`config.mk`:
```
export PLATFORM = sky130hd
export DESIGN_NAME = mbox_cmd_seq
export DESIGN_NICKNAME = d
export VERILOG_FILES = /design/src/rtl/mbox_cmd_seq.sv
export SDC_FILE = /design/constraint.sdc
export NUM_CORES = 1
export LEC_CHECK = 0
export BUFFER_PORTS_ARGS = -buffer_cell sky130_fd_sc_hd__clkbuf_2
export CELL_PAD_IN_SITES_DETAIL_PLACEMENT = 2
export CELL_PAD_IN_SITES_GLOBAL_PLACEMENT = 2
export CORE_MARGIN = 3
export CORE_UTILIZATION = 41
export CTS_BUF_LIST = sky130_fd_sc_hd__clkbuf_4 sky130_fd_sc_hd__clkbuf_8 sky130_fd_sc_hd__clkbuf_16
export DETAILED_ROUTE_END_ITERATION = 8
export GPL_TIMING_DRIVEN = 0
export PLACE_DENSITY = 0.93
export SKIP_LAST_GASP = 1
export SYNTH_ARGS = -nofsm -noshare
export SYNTH_HDL_FRONTEND = slang
export SYNTH_SLANG_ARGS = --single-unit
```
`constraint.sdc`:
```
create_clock -name clk -period 7.43 [get_ports clk]
set_input_delay 0.3715 -clock clk [delete_from_list [all_inputs] [get_ports clk]]
set_output_delay 0.3715 -clock clk [all_outputs]
set_load 0.05 [all_outputs]
```
`src/rtl/mbox_cmd_seq.sv`:
```
module mbox_cmd_seq #(
  parameter int ADDR_W   = 12,
  parameter int CMD_W    = 4,
  parameter int NUM_CMDS = 3,
  parameter int POLL_MAX = 200000,
  parameter logic [ADDR_W-1:0] MSG_BASE     = 'h100,
  parameter logic [ADDR_W-1:0] TO_COP_ADDR  = 'h010,
  parameter logic [ADDR_W-1:0] TO_HOST_ADDR = 'h014
) (
  input  logic              clk,
  input  logic              rst_n,
  input  logic              req_valid,
  input  logic [CMD_W-1:0]  req_cmd,
  input  logic [31:0]       req_arg0,
  input  logic [31:0]       req_arg1,
  output logic              busy,
  output logic              done,
  output logic [31:0]       status,
  output logic              ptr_msg_ram,
  output logic              ptr_fatal,
  output logic [27:0]       ptr_offset,
  output logic              bus_req,
  output logic              bus_we,
  output logic [ADDR_W-1:0] bus_addr,
  output logic [31:0]       bus_wdata,
  input  logic              bus_ack,
  input  logic [31:0]       bus_rdata
);

  localparam int N_WORDS = 5;
  localparam int PC_W    = $clog2(POLL_MAX + 1);
  localparam logic [CMD_W-1:0] CMD_LIM  = CMD_W'(NUM_CMDS);
  localparam logic [PC_W-1:0]  POLL_END = PC_W'(POLL_MAX - 1);
  localparam logic [31:0] HDR_CMD     = 32'h0000_0001;
  localparam logic [31:0] ST_INVAL    = 32'h8000_0002;
  localparam logic [31:0] ST_BAD_SUM  = 32'h8000_0004;
  localparam logic [31:0] ST_TIMEOUT  = 32'h0000_0010;

  typedef enum logic [2:0] {S_IDLE, S_WMSG, S_DOOR, S_POLL, S_RMSG, S_ACK} state_t;

  state_t          state;
  logic [2:0]      idx;
  logic [PC_W-1:0] polls;
  logic [31:0]     cmd_w, a0, a1, mbox_val;
  logic [31:0]     rx [N_WORDS];
  logic            timed_out;
  logic [31:0]     tx_word;

  wire xfer      = bus_req & bus_ack;
  wire last_word = (idx == 3'(N_WORDS - 1));
  wire [31:0] tx_sum = HDR_CMD + cmd_w + a0 + a1;
  wire [31:0] rx_sum = rx[0] + rx[1] + rx[2] + rx[3];
  wire [3:0]  ptr_type = rx[2][31:28];

  assign busy    = (state != S_IDLE);
  assign bus_req = busy;
  assign bus_we  = (state == S_WMSG) || (state == S_DOOR) || (state == S_ACK);

  always_comb begin
    case (idx)
      3'd0:    tx_word = HDR_CMD;
      3'd1:    tx_word = cmd_w;
      3'd2:    tx_word = a0;
      3'd3:    tx_word = a1;
      default: tx_word = tx_sum;
    endcase
  end

  always_comb begin
    case (state)
      S_WMSG, S_RMSG: bus_addr = MSG_BASE + ADDR_W'({idx, 2'b00});
      S_DOOR:         bus_addr = TO_COP_ADDR;
      default:        bus_addr = TO_HOST_ADDR;
    endcase
  end

  assign bus_wdata = (state == S_WMSG) ? tx_word :
                     (state == S_DOOR) ? 32'd1 : 32'd0;

  always_ff @(posedge clk) begin
    if (!rst_n) begin
      state       <= S_IDLE;
      idx         <= '0;
      polls       <= '0;
      cmd_w       <= '0;
      a0          <= '0;
      a1          <= '0;
      mbox_val    <= '0;
      timed_out   <= 1'b0;
      done        <= 1'b0;
      status      <= '0;
      ptr_msg_ram <= 1'b0;
      ptr_fatal   <= 1'b0;
      ptr_offset  <= '0;
      for (int i = 0; i < N_WORDS; i++) rx[i] <= '0;
    end else begin
      done <= 1'b0;
      case (state)
        S_IDLE: if (req_valid) begin
          if (req_cmd >= CMD_LIM) begin
            done        <= 1'b1;
            status      <= ST_INVAL;
            ptr_msg_ram <= 1'b0;
            ptr_fatal   <= 1'b0;
            ptr_offset  <= '0;
          end else begin
            state     <= S_WMSG;
            idx       <= '0;
            polls     <= '0;
            cmd_w     <= 32'(req_cmd);
            a0        <= req_arg0;
            a1        <= req_arg1;
            mbox_val  <= '0;
            timed_out <= 1'b0;
            for (int i = 0; i < N_WORDS; i++) rx[i] <= '0;
          end
        end
        S_WMSG: if (xfer) begin
          if (last_word) begin
            idx   <= '0;
            state <= S_DOOR;
          end else idx <= idx + 3'd1;
        end
        S_DOOR: if (xfer) state <= S_POLL;
        S_POLL: if (xfer) begin
          if (bus_rdata != 32'd0) begin
            mbox_val <= bus_rdata;
            idx      <= '0;
            state    <= S_RMSG;
          end else if (polls == POLL_END) begin
            timed_out <= 1'b1;
            state     <= S_ACK;
          end else polls <= polls + 1'b1;
        end
        S_RMSG: if (xfer) begin
          rx[idx] <= bus_rdata;
          if (last_word) state <= S_ACK;
          else idx <= idx + 3'd1;
        end
        S_ACK: if (xfer) begin
          state       <= S_IDLE;
          done        <= 1'b1;
          status      <= timed_out ? ST_TIMEOUT :
                         (rx_sum != rx[4]) ? ST_BAD_SUM : mbox_val;
          ptr_msg_ram <= (ptr_type == 4'd1);
          ptr_fatal   <= (ptr_type > 4'd1);
          ptr_offset  <= rx[2][27:0];
        end
        default: state <= S_IDLE;
      endcase
    end
  end

  AST_DONE_NOT_BUSY: assert property (@(posedge clk) disable iff (!rst_n)
    done |-> !busy);

  AST_BUSY_ENDS_DONE: assert property (@(posedge clk) disable iff (!rst_n)
    $fell(busy) |-> done);

  AST_BUS_HOLD: assert property (@(posedge clk) disable iff (!rst_n)
    (bus_req && !bus_ack) |=> (bus_req && $stable(bus_addr) && $stable(bus_we) && $stable(bus_wdata)));

  AST_POLL_BOUND: assert property (@(posedge clk) disable iff (!rst_n)
    (state == S_POLL) |-> (polls < PC_W'(POLL_MAX)));

  AST_INVAL_NO_BUS: assert property (@(posedge clk) disable iff (!rst_n)
    (req_valid && !busy && req_cmd >= CMD_LIM) |=> (!bus_req && done && status == ST_INVAL));

endmodule

```
; After elaboration in Yosys (flattened, before gate mapping)
; Memory sizes are Yosys's and may differ from the RTL's.
; Cells that the tools add are included.
[classes]
reduce_logical = 18
muxes = 79
magnitude_cmp = 2
bitwise = 7
n_addsub = 9
n_eq_ne = 28
[op_table]
columns = op, n
row1 = 32-bit 2-to-1 mux, 16
row2 = 32-bit adder, 4
row3 = 32-bit one-hot mux with 2 select lines, 2
row4 = 32-bit one-hot mux with 4 select lines, 1
row5 = 18-bit 2-to-1 mux, 5
row6 = 28-bit 2-to-1 mux, 3
row7 = 3-bit 2-to-1 mux, 20
row8 = 28-bit one-hot mux with 2 select lines, 1
row9 = 18-bit one-hot mux with 2 select lines, 1
row10 = 5-bit by 32-bit adder with 32-bit output, 1
row11 = 32-bit != test, 1
row12 = 32-bit nonzero test, 1
row13 = 32-bit OR reduction, 1
row14 = "2-bit != test, second input constant", 15
row15 = 1-bit 2-to-1 mux, 23
row16 = 10-bit one-hot mux with 2 select lines, 1
row17 = "18-bit by 1-bit adder with 18-bit output, second input constant", 1
row18 = "18-bit == test, second input constant", 1
row19 = 3-bit one-hot mux with 6 select lines, 1
row20 = "3-bit by 2-bit == test with 1-bit output, second input constant", 4
row21 = 3-bit one-hot mux with 4 select lines, 1
row22 = 6-bit AND reduction, 2
row23 = "9-bit by 5-bit adder with 10-bit output, first input constant", 1
row24 = 10-bit AND reduction, 1
row25 = 22 further kinds, 35
[word_totals]
word_cells = 157
mem_count = 1
ramBits = 160
output_inout_bits = 110
regBits = 188
[memory_table]
columns = name, depth, width, read_ports, rd_clocked_by_memory_dff, write_ports, line_no
row1 = rx, 5, 32, 5, 0, 5, 45  ; logic [31:0] rx [N_WORDS];

; Depth between registers and ports, before layout
; Gate-level depths: netlist of the first run.
; An unclocked memory read counts as a cell.
[logic_depth]
depth_word = 9
mapped_depth = 16
mapped_depth_nobuf = 15

; Least setup slack after synthesis of the first run
; No wires, ideal clock.
[synth_timing]
kind = register to output
from = reg cmd_w[1]
to = out bus_wdata[26]
arrival_time_ns = 4.580
path_slack_ns = 2.479
required_time_ns = 7.058
stages_incl_launch_ff = 12
cell_sequence = dfxtp_1 -> fa_1 -> fa_1 -> a21oi_1 -> o211ai_1 -> o21a_1 -> a2111o_1 -> a311oi_1 -> nor3_1 -> o31ai_1 -> nor2_1 -> nor4_1
[synth_between]
elab_chain_len = 5
[synth_rtl]
columns = item, line_no
row1 = "start, declared", 44  ; logic [31:0] cmd_w, a0, a1, mbox_val;
row2 = "start signal, assigned", 110  ; cmd_w <= 32'(req_cmd);
row3 = 1-bit by 4-bit adder with 5-bit output, 51  ; wire [31:0] tx_sum = HDR_CMD + cmd_w + a0 + a1;
row4 = 5-bit by 32-bit adder with 32-bit output, 51
row5 = 32-bit adder, 51
row6 = 32-bit one-hot mux with 4 select lines, 60  ; case (idx)
row7 = 32-bit 2-to-1 mux, 77  ; assign bus_wdata = (state == S_WMSG) ? tx_word :
row8 = "end, declared", 25  ; output logic [31:0] bus_wdata,
; No other way between the ends.

==> flow_summary.json, run 1 <==
{
  "cts.htree.levels": 2,
  "slew-limit-headroom_pct": 12.07,
  "wl_per_cell_um": 34.35,
  "yosysTopAreaCellShare_pct": 24.41,
  "grt_pass1_vias": 21320,
  "p_sw_share_pct": 35.86,
  "finalHoldViolations": 0,
  "required_ns": 7.96,
  "synthFlopType": "dfxtp_1",
  "hold_depth": 3,
  "seqPwrFrac_pct": 35.8,
  "drt-pass1-iter-count": 5,
  "core.rowCount": 79,
  "path_class": "flip-flop to flip-flop",
  "clk_pin_slew_worst_paths_ns": 0.06,
  "p_leak_nw": 9.248,
  "drt.antenna.violating_nets": 0,
  "core_area_um2": 46950,
  "cts_root_buf": "clkbuf_16",
  "ctsResizeCount": 0,
  "grt_pass1_wl_mm": 146.9,
  "yosysWarningCount": 0,
  "status": "completed",
  "slowest_stage": "a311oi_1",
  "tns_ns": 0,
  "fin_nets": 2531,
  "dp_hpwl_mm": 63.20,
  "cts.sinks": 348,
  "drive_gt1_share_pct": 15.01,
  "dp.cells": 2816,
  "cap_violations": 0,
  "p_per_area_nw_per_um2": 256.5,
  "place_congestion": 0.9425,
  "synth_edf_count": 160,
  "crit_buf_inv": 3,
  "dieWidth_um": 225.1,
  "path_max_fanout": 10,
  "num-fill-cells": 4824,
  "min_path_type": "input pin to flip-flop",
  "p_switching_w": 0.002117,
  "fin_crit_sh_pct": 87.70,
  "async_flop_share_pct": 0,
  "min_period_ns": 6.516,
  "synth_top_cell_by_area": "edfxtp_1",
  "fin_area_um2": 23020,
  "syn_inst": 1998,
  "grt_max_degree": 33,
  "start_util_pct": 41.92,
  "cp-start-kind": "flip-flop",
  "yosysSeqAreaShare_pct": 43.53,
  "crit_path_max_incr_delay_ns": 0.96,
  "ys_ff_latch": 348,
  "hold_ws_ns": 0.01352,
  "cp_top_family": "compound AO/OA/AOI/OAI gates",
  "avgSynthCellArea_um2": 9.851,
  "drt_wl_total_mm": 99.89,
  "dr_total_vias": 19290,
  "cts_tree": "done",
  "p_comb_share_pct": 26.5,
  "clock.fmax_mhz": 153.5,
  "finalSetupViolations": 0,
  "slew_viol_final": 0,
  "p_clk_share_pct": 37.6,
  "drt_iter0_drc": 1888,
  "cts_setup_buffers": 0,
  "skew_ns": 0.03262,
  "peakVddDrop_uv": 207.4,
  "die_area_um2": 50670,
  "multi_input_area_um2": 10380,
  "cts_buffer_depth": 3,
  "synth.cell_area_um2": 19680,
  "antenna_found_initial": 6,
  "end_kind": "flip-flop",
  "crit_top_cell": "fa_1",
  "io_pins": 214,
  "die_y_um": 225.1,
  "seqCellArea_um2": 8568,
  "area_growth_pct": 16.95,
  "final_cells": 2908,
  "critical_path_depth": 16,
  "worstSkewPairLatency_ns": 0.61,
  "intPower_w": 0.003787,
  "placement.cell_area_um2": 21490,
  "worstRegToRegCells": 16,
  "synth_cell_type_count": 93,
  "arrival_ns": 7.04,
  "drc": 0,
  "worstPathCellList": "fa_1, inv_1, fa_1, inv_1, ha_1, fa_1, a21o_1, a221oi_2, o21ai_1, a311oi_1, o31ai_1, xnor2_1, nand4b_2, nor4_4, buf_6, a22o_1",
  "worst_pin_slew_ns": 1.319,
  "overflow": 0,
  "synth_area_leaders": "edfxtp_1 24%, dfxtp_1 19%, fa_1 6.7%",
  "cts_made_buffers": 41,
  "rsz0062_at_grt": "false",
  "via_per_inst": 6.634,
  "gr-usage-all-layers_pct": 38.88,
  "placement.io_buffers": 204
}
## layer usage
layer / GRT usage (%) / part of all wire (%) / wire (µm) / vias up
met5: 0 / 0.013 / 13 / -
met4: 22.10 / 6.9 / 6906 / 2
met3: 7.360 / 7.7 / 7706 / 455
met2: 65.53 / 48 / 47480 / 1262
met1: 46.84 / 38 / 37780 / 9868
li1: - / - / - / 7706
## layout make-up
| type | count | share of cell area, % |
|---|---|---|
| diodes | 3 | 0.03261 |
| plain buffers | 120 | 2.392 |
| clock buffers | 65 | 5.376 |
| clock inverters | 11 | 0.6740 |
| inverters | 57 | 0.9295 |
| multi-input cells | 1480 | 45.07 |
| flip-flops and latches | 348 | 37.22 |
| well taps | 607 | 3.299 |
| repair buffers | 217 | 5.001 |
## power groups by stage
| stage | Sequential [W] | Combinational [W] | Clock (W) |
|---|---|---|---|
| global placement | 0.00214 | 0.00133 | 0 |
| detailed placement | 0.00215 | 0.00142 | 0 |
| floorplan | 0.00214 | 0.000903 | 0 |
| CTS | 0.00211 | 0.00150 | 0.00221 |
| finish | 0.00212 | 0.00157 | 0.00222 |
| global route | 0.00212 | 0.00162 | 0.00228 |
## cell usage in the layout (no fill, tap or decap), drive strengths merged, types with 6 or more instances in the layout
cell type and n:
a31oi 10, fa 66, xor2 43, a21oi 193
o211ai 11, a211oi 36, or2 10, edfxtp 160
buf 33, o21ai 56, conb 8, nand4 22
nand2 244, or3 19, clkinv 7, nand2b 8
and3 11, nand3 68, nor2b 6, dfxtp 188
and2 165, nor2 103, inv 58, a22oi 32
a22o 28, a221oi 32, clkbuf 353, dlygate4sd3 13
a21o 14, o21a 11, nor3 31, ha 96
o2111ai 6, nor4 20, o21bai 8, xnor2 41
## worst min-delay path, cell delays in order
cell and delay (ns):
clkbuf_2 0.08, nand2_1 0.05, a21oi_1 0.05
## cells by family after synthesis
logic type | Yosys count | synth area share, %
buffers and inverters | 177 | 3.884
adder cells (fa/ha/maj) | 162 | 12.82
flip-flops | 348 | 43.53
AO/OA/AOI/OAI | 487 | 16.33
other | 1 | 0.01905
AND/OR/NAND/NOR | 730 | 18.87
multiplexers | 7 | 0.3687
XOR/XNOR | 86 | 4.177
## path summary, 6_finish.rpt
check / from / to / slack (ns)
max: rx[2][1] / status[9] / 0.91
min: req_arg0[20] / a0[20] / 0.01
max reg2reg: rx[2][1] / status[9] / 0.91
min reg2reg: status[22] / status[22] / 0.48
## state kept, by name (all words and copies together), names as in the netlist
register	flops
cmd_w	4
state	3
ptr_msg_ram	1
done	1
ptr_fatal	1
polls	18
timed_out	1
ptr_offset	28
rx	160
mbox_val	32
a1	32
idx	3
a0	32
status	32
## repair_timing
action | in CTS | in global routing
endpoints found under the setup margin | 0 | 0
hold buffers | 13 | 0
hold endpoints to repair | 13 | 0
## cell usage after synthesis (10+ instances only)
cell      instances
a22oi_1          32
a221oi_1         30
o211ai_1         11
and2_1          164
inv_1            57
nand4_1          21
buf_1            11
o21a_1           11
nand2_1         244
nor3_1           31
nor2_1          103
clkbuf_1         83
nor4_1           17
a22o_1           28
a21o_1           13
nand3_1          68
o21ai_1          10
a211oi_1         36
ha_1             96
fa_1             66
xor2_1           40
xnor2_1          40
a31oi_1          10
and3_1           11
dfxtp_1         188
or3_1            17
edfxtp_1        160
o21ai_0          46
a21oi_1         188
## stage by stage
step                      util [%]  power [W]  setup slack [ns]
after floorplan                  -   0.003038             2.479
after global placement       45.77   0.003471             1.781
after detailed placement     45.77   0.003571             1.404
after CTS                    49.01   0.005824             1.220
after global routing         49.02   0.006021            0.8005
final                        49.03   0.005904            0.9139
Note: power is estimated with default switching activity, not from simulation.
==> run 2: changes to the inputs <==
--- a/config.mk
+++ b/config.mk
@@ -12,3 +12,2 @@
 export CORE_UTILIZATION = 41
-export CTS_BUF_LIST = sky130_fd_sc_hd__clkbuf_4 sky130_fd_sc_hd__clkbuf_8 sky130_fd_sc_hd__clkbuf_16
 export DETAILED_ROUTE_END_ITERATION = 8
==> constraint.sdc (replaced) <==
create_clock -name clk -period 7.43 [get_ports clk]
set_input_delay 1.1145 -clock clk [delete_from_list [all_inputs] [get_ports clk]]
set_output_delay 1.1145 -clock clk [all_outputs]
set_load 0.005 [all_outputs]
==> run 2 against run 1 <==
Cell area shrank 0.89%. Register-to-register slack got worse by 0.12 ns. Die area is the same. Clock power shrank 4%. First-iteration DRC count rose by 6.5%. Final cell count shrank 0.48%. Clock skew down 0.0058 ns. Critical endpoint is now status[16].
==> flow_summary.json, run 2 (same netlist as run 1, synthesis figures left out) <==
{
  "min_period_ns": 6.638,
  "area_growth_pct": 15.92,
  "final_cells": 2894,
  "skew_ns": 0.02680,
  "slew_viol_final": 0,
  "worstPathCellList": "fa_1, inv_1, fa_1, inv_1, ha_1, fa_1, a21o_1, a221oi_2, o21ai_1, a311oi_1, o31ai_1, xnor2_1, nand4b_2, nor4_4, buf_6, a22o_1",
  "drc": 0,
  "intPower_w": 0.003713,
  "drt-pass1-iter-count": 5,
  "antenna_found_initial": 6,
  "path_max_fanout": 10,
  "cts_buffer_depth": 3,
  "largest_reg_flops": 160,
  "required_ns": 7.94,
  "holdBufCountCts": 0,
  "crit_top_cell": "fa_1",
  "cts_root_buf": "clkbuf_16",
  "overflow": 0,
  "arrival_ns": 7.15,
  "place_congestion": 0.9425,
  "dieWidth_um": 225.1,
  "cp-start-kind": "flip-flop",
  "dp.cells": 2816,
  "drt_wl_total_mm": 98.76,
  "gr-usage-all-layers_pct": 38.43,
  "cts_made_buffers": 41,
  "die_y_um": 225.1,
  "core_area_um2": 46950,
  "fin_area_um2": 22810,
  "cp_top_family": "compound AO/OA/AOI/OAI gates",
  "crit_buf_inv": 3,
  "rsz0062_at_grt": "false",
  "ctsResizeCount": 0,
  "worst_pin_slew_ns": 1.419,
  "dp_hpwl_mm": 63.20,
  "p_switching_w": 0.002071,
  "p_comb_share_pct": 26.6,
  "drive_gt1_share_pct": 14.27,
  "p_clk_share_pct": 36.8,
  "die_area_um2": 50670,
  "placement.cell_area_um2": 21490,
  "via_per_inst": 6.585,
  "peakVddDrop_uv": 192.2,
  "fin_crit_sh_pct": 89.34,
  "end_kind": "flip-flop",
  "p_per_area_nw_per_um2": 253.5,
  "cap_violations": 0,
  "num-fill-cells": 4832,
  "tns_ns": 0,
  "grt_pass1_wl_mm": 144.7,
  "power_w": 0.005784,
  "start_util_pct": 41.92,
  "cts.htree.levels": 2,
  "placement.io_buffers": 204,
  "dr_total_vias": 19060,
  "seqPwrFrac_pct": 36.6,
  "worstRegToRegCells": 16,
  "crit_path_max_incr_delay_ns": 0.96,
  "finalSetupViolations": 0,
  "status": "completed",
  "cts_tree": "done",
  "io_pins": 214,
  "drt.antenna.violating_nets": 0,
  "p_sw_share_pct": 35.80,
  "clk_pin_slew_worst_paths_ns": 0.07,
  "final_common_cell": "nand2_1",
  "critical_path_depth": 16,
  "drt_iter0_drc": 2010,
  "finalHoldViolations": 0,
  "worstSkewPairLatency_ns": 0.59,
  "core.rowCount": 79,
  "cts_setup_buffers": 0,
  "hold_depth": 1,
  "fin_nets": 2518,
  "min_path_type": "flip-flop to flip-flop",
  "clock.fmax_mhz": 150.7,
  "cts.sinks": 348,
  "slowest_stage": "a311oi_1",
  "wl_per_cell_um": 34.13,
  "grt_max_degree": 33,
  "largest_register": "rx",
  "p_leak_nw": 9.129,
  "r2r_slack_ns": 0.79,
  "final_cell_mix": "244 x nand2_1, 204 x clkbuf_2, 188 x a21oi_1, 188 x dfxtp_1, 164 x and2_1",
  "path_class": "flip-flop to flip-flop",
  "hold_ws_ns": 0.4856,
  "grt_pass1_vias": 21230,
  "slew-limit-headroom_pct": 4.531
}
==> run 2: cell types whose count changed in the layout (fill, tap and decap cells not counted) <==
cell,before,now
diode_2,3,2
clkbuf_4,19,0
dlygate4sd3_1,13,0
clkbuf_1,83,102
==> run 2: metal layers <==
metal | track usage (%) | part of all wire (%)
met1 | 45.45 | 37
met2 | 65.25 | 48
met3 | 8.050 | 8.2
met4 | 21.73 | 6.6
met5 | 0.2846 | 0.0091
==> run 2: worst paths after layout <==
path	from	endpoint
worst max-delay path	rx[2][1]	status[16]
worst min-delay path	status[22]	status[22]
worst max register to register	rx[2][1]	status[16]
worst min register to register	status[22]	status[22]
==> run 2: metrics by stage <==
step	utilization, %	setup slack (ns)
5_1_grt	48.58	0.7003
4_1_cts	48.58	1.031
3_5_place_dp	45.77	1.404
6_report	48.59	0.7921
3_3_place_gp	45.77	1.781
2_1_floorplan	-	2.933
==> run 2: final cells by class <==
class | instances | area [µm²] | area share (%)
Multi-Input combinational cell | 1480 | 10380 | 45.48
Sequential cell | 348 | 8568 | 37.56
Clock buffer | 65 | 1166 | 5.111
Timing Repair Buffer | 204 | 1021 | 4.475
Tap cell | 607 | 759.5 | 3.329
Buffer | 120 | 550.5 | 2.413
Inverter | 57 | 214.0 | 0.9378
Clock inverter | 11 | 155.1 | 0.6800
Antenna cell | 2 | 5.005 | 0.02194
==> run 2: power by group through the flow <==
stage / clock network (W) / logic [W] / registers (W)
after detailed placement: 0 / 0.00139 / 0.00215
after floorplan: 0 / 0.000873 / 0.00213
after global routing: 0.00218 / 0.00160 / 0.00212
after global placement: 0 / 0.00130 / 0.00214
after CTS: 0.00211 / 0.00147 / 0.00211
final: 0.00213 / 0.00154 / 0.00212
